$ cat src/rtl/pwm_timer_pkg.sv
package pwm_timer_pkg;

   typedef enum logic [1:0] {
      PIN_OFF           = 2'd0,
      PIN_TOGGLE        = 2'd1,
      PIN_LOW_ON_MATCH  = 2'd2,
      PIN_HIGH_ON_MATCH = 2'd3
   } pin_mode_e;

   localparam int DIV_SEL_W = 3;

   function automatic logic div_active(input logic [DIV_SEL_W-1:0] sel);
      return (sel != 3'd0) && (sel <= 3'd5);
   endfunction

   // log2 of the divide ratio for each running select code
   function automatic logic [3:0] div_shift(input logic [DIV_SEL_W-1:0] sel);
      case (sel)
         3'd2:    return 4'd3;
         3'd3:    return 4'd6;
         3'd4:    return 4'd8;
         3'd5:    return 4'd10;
         default: return 4'd0;
      endcase
   endfunction

endpackage

$ cat src/rtl/pwm_prescaler.sv
module pwm_prescaler
   import pwm_timer_pkg::*;
#(
   parameter int DIV_W = 10
) (
   input  logic                 clk,
   input  logic                 rst,
   input  logic                 restart,
   input  logic [DIV_SEL_W-1:0] sel,
   output logic                 tick
);

   if (DIV_W < 10) begin : g_div_w_chk
      $error("pwm_prescaler: DIV_W must hold a ratio of 1024");
   end

   logic [DIV_W-1:0] div_q;
   logic [DIV_W-1:0] limit;
   logic             run;

   always_comb begin
      run   = div_active(sel);
      limit = (DIV_W'(1) << div_shift(sel)) - DIV_W'(1);
      tick  = run && !restart && (div_q == limit);
   end

   always_ff @(posedge clk) begin
      if (rst || restart || !run) begin
         div_q <= '0;
      end else if (tick) begin
         div_q <= '0;
      end else begin
         div_q <= div_q + DIV_W'(1);
      end
   end


   tick_spacing_chk: assert property (@(posedge clk) disable iff (rst)
      (tick && (limit != '0)) |=> !tick);

endmodule

$ cat src/rtl/pwm_counter.sv
module pwm_counter #(
   parameter int CNT_W   = 8,
   parameter bit DUAL_EN = 1'b1
) (
   input  logic             clk,
   input  logic             rst,
   input  logic             tick,
   input  logic             dual,
   output logic [CNT_W-1:0] cnt,
   output logic             down_move
);

   localparam logic [CNT_W-1:0] MAX    = {CNT_W{1'b1}};
   localparam logic [CNT_W-1:0] MAX_M1 = MAX - CNT_W'(1);

   logic [CNT_W-1:0] cnt_q;

   if (DUAL_EN) begin : g_dual
      logic dir_up_q;

      always_comb begin
         down_move = dual && (dir_up_q ? (cnt_q == MAX) : (cnt_q != '0));
      end

      always_ff @(posedge clk) begin
         if (rst) begin
            dir_up_q <= 1'b1;
         end else if (tick) begin
            dir_up_q <= !down_move;
         end
      end


      top_turn_chk: assert property (@(posedge clk) disable iff (rst)
         (tick && dual && dir_up_q && (cnt_q == MAX)) |=> (!dir_up_q && (cnt_q == MAX_M1)));


      bottom_turn_chk: assert property (@(posedge clk) disable iff (rst)
         (tick && dual && !dir_up_q && (cnt_q == '0)) |=> (dir_up_q && (cnt_q == CNT_W'(1))));
   end else begin : g_single
      always_comb begin
         down_move = 1'b0;
      end
   end

   always_ff @(posedge clk) begin
      if (rst) begin
         cnt_q <= '0;
      end else if (tick) begin
         cnt_q <= down_move ? cnt_q - CNT_W'(1) : cnt_q + CNT_W'(1);
      end
   end

   assign cnt = cnt_q;


   wrap_chk: assert property (@(posedge clk) disable iff (rst)
      (tick && !down_move && (cnt_q == MAX)) |=> (cnt_q == '0));

endmodule

$ cat src/rtl/pwm_compare.sv
module pwm_compare
   import pwm_timer_pkg::*;
#(
   parameter int CNT_W = 8
) (
   input  logic             clk,
   input  logic             rst,
   input  logic             tick,
   input  logic             dual,
   input  logic [1:0]       mode,
   input  logic [CNT_W-1:0] cnt,
   input  logic             down_move,
   input  logic             cmp_we,
   input  logic [CNT_W-1:0] cmp_val,
   output logic             match_hit,
   output logic             wave
);

   localparam logic [CNT_W-1:0] MAX = {CNT_W{1'b1}};

   pin_mode_e        mode_e;
   logic [CNT_W-1:0] hold_q;
   logic [CNT_W-1:0] live_q;
   logic             at_max;
   logic             load;
   logic             pin_q;
   logic             pin_d;

   always_comb begin
      mode_e    = pin_mode_e'(mode);
      at_max    = (cnt == MAX);
      load      = tick && at_max;
      match_hit = tick && (cnt == live_q);
   end

   always_ff @(posedge clk) begin
      if (rst) begin
         hold_q <= '0;
         live_q <= '0;
      end else begin
         if (load)   live_q <= hold_q;
         if (cmp_we) hold_q <= cmp_val;
      end
   end

   always_comb begin
      pin_d = pin_q;
      if (tick) begin
         if (!dual) begin
            case (mode_e)
               PIN_TOGGLE:        if (match_hit) pin_d = !pin_q;
               PIN_LOW_ON_MATCH:  if (at_max) pin_d = 1'b1; else if (match_hit) pin_d = 1'b0;
               PIN_HIGH_ON_MATCH: if (at_max) pin_d = 1'b0; else if (match_hit) pin_d = 1'b1;
               default:           pin_d = pin_q;
            endcase
         end else begin
            case (mode_e)
               PIN_LOW_ON_MATCH:  if (match_hit) pin_d = down_move;
               PIN_HIGH_ON_MATCH: if (match_hit) pin_d = !down_move;
               default:           pin_d = pin_q;
            endcase
         end
      end
   end

   always_ff @(posedge clk) begin
      if (rst) pin_q <= 1'b0;
      else     pin_q <= pin_d;
   end

   assign wave = ((mode_e == PIN_OFF) || (dual && (mode_e == PIN_TOGGLE))) ? 1'b0 : pin_q;


   live_hold_chk: assert property (@(posedge clk) disable iff (rst)
      !(tick && at_max) |=> $stable(live_q));


   wrap_set_chk: assert property (@(posedge clk) disable iff (rst)
      (tick && at_max && !dual && (mode_e == PIN_LOW_ON_MATCH)) |=> pin_q);


   toggle_chk: assert property (@(posedge clk) disable iff (rst)
      (match_hit && !dual && (mode_e == PIN_TOGGLE)) |=> (pin_q != $past(pin_q)));


   full_scale_chk: assert property (@(posedge clk) disable iff (rst)
      (!dual && (mode_e == PIN_LOW_ON_MATCH) && (live_q == MAX) && pin_q) |=> pin_q);


   upslope_clear_chk: assert property (@(posedge clk) disable iff (rst)
      (match_hit && dual && !down_move && (mode_e == PIN_LOW_ON_MATCH)) |=> !pin_q);

endmodule

$ cat src/rtl/pwm_timer8.sv
module pwm_timer8
   import pwm_timer_pkg::*;
#(
   parameter int CNT_W   = 8,
   parameter int DIV_W   = 10,
   parameter bit DUAL_EN = 1'b1
) (
   input  logic             clk,
   input  logic             rst,
   input  logic             cfg_we,
   input  logic             cfg_dual,
   input  logic [1:0]       cfg_mode,
   input  logic [2:0]       cfg_div,
   input  logic             cmp_we,
   input  logic [CNT_W-1:0] cmp_val,
   input  logic             clr_we,
   input  logic [1:0]       clr_mask,
   output logic             wave_out,
   output logic             ovf_flag,
   output logic             match_flag
);

   if (CNT_W < 2 || CNT_W > 16) begin : g_cnt_w_chk
      $error("pwm_timer8: CNT_W must lie in 2..16");
   end

   localparam logic [CNT_W-1:0] MAX = {CNT_W{1'b1}};

   logic             dual_q;
   logic [1:0]       mode_q;
   logic [2:0]       sel_q;
   logic             dual_eff;
   logic             tick;
   logic [CNT_W-1:0] cnt;
   logic             down_move;
   logic             match_hit;
   logic             ovf_ev;
   logic             ovf_q;
   logic             match_q;

   always_ff @(posedge clk) begin
      if (rst) begin
         dual_q <= 1'b0;
         mode_q <= 2'd0;
         sel_q  <= 3'd0;
      end else if (cfg_we) begin
         dual_q <= cfg_dual;
         mode_q <= cfg_mode;
         sel_q  <= cfg_div;
      end
   end

   assign dual_eff = DUAL_EN && dual_q;

   pwm_prescaler #(.DIV_W(DIV_W)) u_div (
      .clk     (clk),
      .rst     (rst),
      .restart (cfg_we),
      .sel     (sel_q),
      .tick    (tick)
   );

   pwm_counter #(.CNT_W(CNT_W), .DUAL_EN(DUAL_EN)) u_cnt (
      .clk       (clk),
      .rst       (rst),
      .tick      (tick),
      .dual      (dual_eff),
      .cnt       (cnt),
      .down_move (down_move)
   );

   pwm_compare #(.CNT_W(CNT_W)) u_cmp (
      .clk       (clk),
      .rst       (rst),
      .tick      (tick),
      .dual      (dual_eff),
      .mode      (mode_q),
      .cnt       (cnt),
      .down_move (down_move),
      .cmp_we    (cmp_we),
      .cmp_val   (cmp_val),
      .match_hit (match_hit),
      .wave      (wave_out)
   );

   assign ovf_ev = tick && (dual_eff ? (cnt == '0) : (cnt == MAX));

   always_ff @(posedge clk) begin
      if (rst) begin
         ovf_q   <= 1'b0;
         match_q <= 1'b0;
      end else begin
         ovf_q   <= ovf_ev    || (ovf_q   && !(clr_we && clr_mask[0]));
         match_q <= match_hit || (match_q && !(clr_we && clr_mask[1]));
      end
   end

   assign ovf_flag   = ovf_q;
   assign match_flag = match_q;


   ovf_set_chk: assert property (@(posedge clk) disable iff (rst)
      ovf_ev |=> ovf_flag);


   match_set_chk: assert property (@(posedge clk) disable iff (rst)
      match_hit |=> match_flag);


   ovf_clear_chk: assert property (@(posedge clk) disable iff (rst)
      (clr_we && clr_mask[0] && !ovf_ev) |=> !ovf_flag);


   match_clear_chk: assert property (@(posedge clk) disable iff (rst)
      (clr_we && clr_mask[1] && !match_hit) |=> !match_flag);

endmodule

$ cat config.mk
export PLATFORM = sky130hd
export DESIGN_NAME = pwm_timer8
export DESIGN_NICKNAME = d
export VERILOG_FILES = /design/src/rtl/pwm_timer_pkg.sv /design/src/rtl/pwm_prescaler.sv /design/src/rtl/pwm_counter.sv /design/src/rtl/pwm_compare.sv /design/src/rtl/pwm_timer8.sv
export SDC_FILE = /design/constraint.sdc
export NUM_CORES = 1
export LEC_CHECK = 0
export CORE_ASPECT_RATIO = 0.6
export CORE_MARGIN = 3
export CORE_UTILIZATION = 55
export CTS_CLUSTER_SIZE = 25
export DETAILED_ROUTE_END_ITERATION = 10
export PLACE_DENSITY = 0.79
export SLEW_MARGIN = 20
export SYNTH_ARGS = -nofsm -noshare
export SYNTH_HDL_FRONTEND = slang
export SYNTH_SLANG_ARGS = --single-unit
export TNS_END_PERCENT = 5
$ cat constraint.sdc
create_clock -name clk -period 3.15 [get_ports clk]
set_input_delay 0.945 -clock clk [delete_from_list [all_inputs] [get_ports clk]]
set_output_delay 0.945 -clock clk [all_outputs]
set_load 0.005 [all_outputs]
==> results of run 1 <==
synth_stat cells, types with 2 or more instances:
cell,n
nor2_1,53
dfxtp_1,44
mux2i_1,27
nand2_1,17
inv_1,14
xor2_1,13
ha_1,11
xnor2_1,10
nand3_1,9
clkbuf_1,8
a21oi_1,7
nor3_1,7
nor2b_1,6
nand4_1,4
nor4_1,4
o21a_1,4
o21ai_0,4
or3_1,4
buf_2,3
buf_4,3
a2111oi_4,2
a211oi_1,2
a2bb2oi_1,2
a32oi_1,2
o211a_1,2
cells by family (layout without fill, tap and decap cells):
family | Yosys count | count (layout) | share of synthesized area
muxes | 28 | 28 | 0.109
AOI/OAI and AO/OA | 38 | 38 | 0.128
and+or+nand+nor | 118 | 118 | 0.232
adders and majority gates | 12 | 12 | 0.0613
xor gates and xnor gates | 23 | 23 | 0.0783
DFF | 44 | 44 | 0.342
buffers and inverters | 29 | 56 | 0.0481
how the worst max path moves through the flow:
stage	depth (start not counted)	startpoint	end
floorplan	11	sel_q[2]	u_cmp.pin_q
CTS	12	u_cnt.cnt[0]	u_cnt.cnt[7]
global route	10	sel_q[1]	u_cnt.cnt[6]
global placement	8	cfg_we	u_cnt.cnt[6]
detailed placement	8	cfg_we	u_cnt.cnt[6]
finish	10	sel_q[1]	u_cnt.cnt[6]
layer usage:
metal / track usage / routed length (um) / vias up
met5: 0 / 0 / -
met3: 0.0520 / 426 / 2
met1: 0.310 / 2790 / 1018
li1: - / - / 1073
met4: 0.0453 / 24 / 0
met2: 0.311 / 2270 / 67
sequential cells by signal, indices dropped and copies added (netlist names), 2 cells and up:
name / cells
sel_q: 3
u_div.div_q: 10
u_cnt.cnt: 8
u_cmp.live_q: 8
u_cmp.hold_q: 8
mode_q: 2
layout make-up:
type                    instances  area [um2]
clock inverters                 3        46.3
multi-input cells             219        1600
clock buffers                   5        68.8
fillers                       334        1270
flip-flops and latches         44         883
well taps                      60        75.1
inverters                      14        52.6
repair buffers                 34         313
worst max-delay path: cells and delay by family, from the launching register on:
family	cells	cell delay, ns
AOI/OAI and AO/OA	4	0.94
and+or+nand+nor	3	0.76
DFF	1	0.45
adders and majority gates	1	0.41
buffers and inverters	2	0.31
timing repair:
| action | CTS | global route |
|---|---|---|
| hold endpoints to repair | 0 | 0 |
| setup endpoints to repair | 1 | 7 |
| resized for setup | 1 | 7 |
| cloned | 0 | 0 |
stage by stage:
stage,std cells,hold WS [ns]
after floorplan,292,0.444
after global placement,371,0.460
after detailed placement,371,0.475
after CTS,379,0.495
after global routing,379,0.516
final,379,0.491
power groups by stage:
stage | registers (uW) | logic [uW] | clock network (uW)
2_1_floorplan | 592 | 111 | 0
4_1_cts | 585 | 160 | 448
3_3_place_gp | 597 | 155 | 0
3_5_place_dp | 598 | 159 | 0
5_1_grt | 589 | 178 | 474
6_report | 586 | 161 | 440
==> out/metrics.yaml, run 1 <==
status: "completed"
synth_top_cell_area_share: 0.342
max-cap-violations: 0
ios: 24
num_rows: 18
setup_ws_ns: 0.199
r2r_setup_slack_ns: 0.20
comb_power_share: 0.135
p_int_uw: 891
gp_congestion: 0.846
grt.total_usage: 0.210
worst_r2r_endpoint: "u_cnt.cnt[6]"
ant_nets: 0
netlist_top_cells_area: "dfxtp_1, mux2i_1, nor2_1"
die_y_um: 59.0
rsz0062_at_grt: "false"
holdPathStages: 2
yosysTopAreaCell: "dfxtp_1"
setup-violations-final: 0
post_dp_cell_area_um2: 2890
max_freq_mhz: 339
cts_hold_buf: 0
path_cells: "inv_1 -> ha_1 -> and4bb_1 -> a221oi_2 -> a21oi_1 -> a2111oi_4 -> nand3_2 -> buf_4 -> or3b_1 -> a21oi_1"
cts_root_buf: "clkbuf_8"
dp_slack_ns: 0.0342
drive_above_1_share: 0.110
wl_per_cell_um: 14.5
routed_via_density: 5.70
detailroute.via_count: 2160
syn_nets: 325
slowest_delay_ns: 0.45
synth-async-reset-ratio: 0
reg2reg_from: "sel_q[1]"
timing.slew.headroom: 0.572
syn-instance-count: 292
drt_iter0_drc: 140
critical_path.max_fanout: 16
clk_latency_ns: 0.30
numCtsBuffers: 5
yosys.cell_types.count: 55
p_per_area_nw_per_um2: 391
p_total_uw: 1190
cp_data_arrival_time_ns: 3.17
clock_skew_ns: 0.00598
finalCritPeriodShare: 0.937
portBuffers: 23
clkPwrFrac: 0.371
ys.flop_type: "dfxtp_1"
start_util: 0.598
antenna_found_initial: 0
ff2ff_path_depth: 10
clockBufferDepth: 2
postLayoutCoreUtil: 0.706
cpMostUsedCell: "a21oi_1"
period_needed_ns: 2.95
layout_common_cells: "nor2_1, dfxtp_1, mux2i_1, clkdlybuf4s50_1, nand2_1"
worstHoldPathType: "reg2reg"
switching_share: 0.249
grt_pass1_vias: 1904
dp_hpwl_mm: 4.08
syn2layout_area_growth_pct: 18.0
tightest_slew_ns: 0.636
syn_area_um2: 2570
min_to: "match_flag"
critPathCaptureType: "flop"
slowest_stage: "dfxtp_1"
startpoint_type: "flop"
p_leak_uw: 0.00135
design_area_um2: 3040
n_antenna_cell: 0
final_nets: 351
hold_viol: 0
drc: 0
post_cts_buffers: 0
synth_warnings: 0
avgSynthCellArea_um2: 8.81
core_um2: 4300
grt_pass1_wl_mm: 9.09
die_width_um: 94.3
dieArea_um2: 5560
worstHoldStart: "match_flag"
setup_tns_ns: 0
vdd_ir_drop_max_mv: 0.207
grt_max_degree: 33
cts_tree: "yes"
crit_type: "reg2reg"
firstDrtPassIters: 4
cts_sinks: 44
synth_edf_count: 0
p_sw_uw: 296
routed_wl_mm: 5.51
cp.required_ns: 3.37
overflow: 0
h-tree-depth: 2
ys_ff_latch: 44
clk_pin_slew_worst_paths_ns: 0.09
slew_violations: 0
layout_commonest_cell: "nor2_1"
pwr-share-seq: 0.494
yosysSeqAreaShare: 0.342
No activity file was read; power rests on OpenSTA's default activity.
==> run 2: changes to the inputs <==
CORE_UTILIZATION = 52   (was 55)
PLACE_DENSITY = 0.78   (was 0.79)
SKIP_CTS_REPAIR_TIMING = 1   (was unset)
clock period = 2.4 ns   (was 3.15 ns; I/O delays follow)
==> run 2 against run 1 <==
- the flow now finishes with violations (setup timing)
- non-clock buffer count grew 49
- hold slack gained 0.0072 ns
- clock skew grew 0.0045 ns
- core utilization grew 5.6 points
- setup slack lost 0.62 ns
- highest routed layer unchanged
- critical path type unchanged
- global-route usage grew 1.9 points
- final area grew 17%
==> out/metrics.yaml, run 2 (synthesis results as in run 1) <==
ant_nets: 0  # unchanged
startpoint_type: "flop"
final_nets: 400  # +14%
h-tree-depth: 2  # unchanged
numCtsBuffers: 5  # unchanged
critPathCaptureType: "flop"
clock_skew_ns: 0.0105  # +0.00450 ns
slowest_delay_ns: 0.36  # -0.09 ns
crit_type: "reg2reg"
rsz0062_at_grt: "true"
gp_congestion: 0.838  # -0.89%
p_total_uw: 1650  # +39%
slowest_stage: "dfxtp_2"
ff2ff_path_depth: 12  # +2
design_area_um2: 3550  # +17%
clk_pin_slew_worst_paths_ns: 0.10  # about the same
cp-startpoint: "u_cnt.cnt[3]"
layout_common_cells: "buf_4, nor2_1, dfxtp_1, mux2i_1, clkdlybuf4s50_1"
cp_data_arrival_time_ns: 3.05  # -0.12 ns
crit_end: "u_cnt.cnt[7]"
r2r_setup_slack_ns: -0.42  # -0.62 ns
n_antenna_cell: 0  # unchanged
start_util: 0.552  # -0.0459
syn2layout_area_growth_pct: 38.0
cts_tree: "yes"
regMostFlops: "u_div.div_q"
drt_iter0_drc: 156  # +11%
drive_above_1_share: 0.283  # +0.173
worst_r2r_endpoint: "u_cnt.cnt[7]"
slew_violations: 0  # unchanged
wl_per_cell_um: 15.6  # +7.4%
failed_checks: "setup timing"
tightest_slew_ns: 0.632  # -0.00403 ns
largest_register_ffs: 10  # unchanged
antenna_found_initial: 0  # unchanged
worstHoldPathType: "reg2reg"
fill_cells: 316  # -5.4%
period_needed_ns: 2.82  # -0.131 ns
drc: 0  # unchanged
final-seq-area_um2: 896  # +1.4%
status: "finished with violations"
dieArea_um2: 5850  # +5.3%
grt.total_usage: 0.229  # +0.0186
setup-violations-final: 9  # +9
clockBufferDepth: 2  # unchanged
firstDrtPassIters: 4  # unchanged
hold_viol: 0  # unchanged
routed_wl_mm: 6.73  # +22%
max_freq_mhz: 355  # +4.7%
cts_root_buf: "clkbuf_8"
detailroute.via_count: 2398  # +11%
critical_path.max_fanout: 4  # -12
core_um2: 4660  # +8.3%
setup_ws_ns: -0.420  # -0.619 ns
cp.required_ns: 2.63  # -0.74 ns
portBuffers: 23  # unchanged
overflow: 0  # unchanged
ios: 24  # unchanged
grt_max_degree: 21  # -36%
hold_ws_ns: 0.498  # +0.00721 ns
die_width_um: 96.8  # +2.7%
post_dp_cell_area_um2: 3320  # +15%
grt_pass1_vias: 2313  # +21%
timing.slew.headroom: 0.575  # +0.00271
setup_tns_ns: -1.05  # -1.05 ns
finalCritPeriodShare: 1.17  # +0.238
cpMostUsedCell: "a21oi_1"
grt_pass1_wl_mm: 10.8  # +19%
max-cap-violations: 0  # unchanged
multi_input_area_um2: 1690  # +5.7%
reg2reg_from: "u_cnt.cnt[3]"
routed_via_density: 5.56  # -2.4%
die_y_um: 60.5  # +2.6%
clk_latency_ns: 0.30  # about the same
p_per_area_nw_per_um2: 464  # +19%
dp_slack_ns: -0.342  # -0.376 ns
path_cells: "nor4_4 -> nand3_1 -> o211ai_1 -> inv_2 -> ha_1 -> a21oi_1 -> nor2b_1 -> o31a_1 -> o41ai_2 -> xnor2_1 -> or3_1 -> a21oi_1"
num_rows: 19  # +1
layout_commonest_cell: "buf_4"
p_leak_uw: 0.00163  # +20%
dp_hpwl_mm: 4.78  # +17%
cts_sinks: 44  # unchanged
vdd_ir_drop_max_mv: 0.378  # +82%
## run 2: worst min-delay path by stage
stage / startpoint / end / slack (ns) / depth (start not counted)
floorplan: u_cnt.g_dual.dir_up_q / u_cnt.g_dual.dir_up_q / 0.44 / 2
global placement: u_cnt.g_dual.dir_up_q / u_cnt.g_dual.dir_up_q / 0.46 / 2
detailed placement: ovf_flag / ovf_flag / 0.48 / 2
CTS: ovf_flag / ovf_flag / 0.50 / 2
global route: u_cmp.hold_q[6] / u_cmp.live_q[6] / 0.52 / 2
finish: ovf_flag / ovf_flag / 0.50 / 2
## run 2: per-stage QoR
step	std cells	util
finish	431	0.762
global placement	422	0.713
detailed placement	422	0.713
floorplan	292	-
CTS	430	0.738
global route	431	0.762
## run 2: power by group
group	leakage [uW]	internal (uW)	switching (uW)	total, uW
logic	0.00121	158	130	288
registers	0.000363	747	18.3	766
clock network	0.0000548	314	282	596
total	0.00163	1220	430	1650
## run 2: critical path: cells and delay by family (launching register included)
kind            cells  cell delay (ns)
xor+xnor            1             0.13
compound gates      5             1.01
fa+ha+maj           1             0.30
buf+inv             1             0.12
simple gates        4             0.82
flops               1             0.36
## run 2: final cells by class
cell class,count,area share
Inverter,14,0.0148
Multi-Input combinational cell,219,0.475
Clock inverter,3,0.0130
Clock buffer,5,0.0194
Timing Repair Buffer,83,0.203
Tap cell,63,0.0222
Sequential cell,44,0.252
## run 2: routing by layer
metal	routed length, um	vias up	global-route usage
li1	-	1175	-
met1	3190	1113	0.315
met2	2870	96	0.369
met3	550	14	0.0471
met4	123	0	0.0720
met5	0	-	0
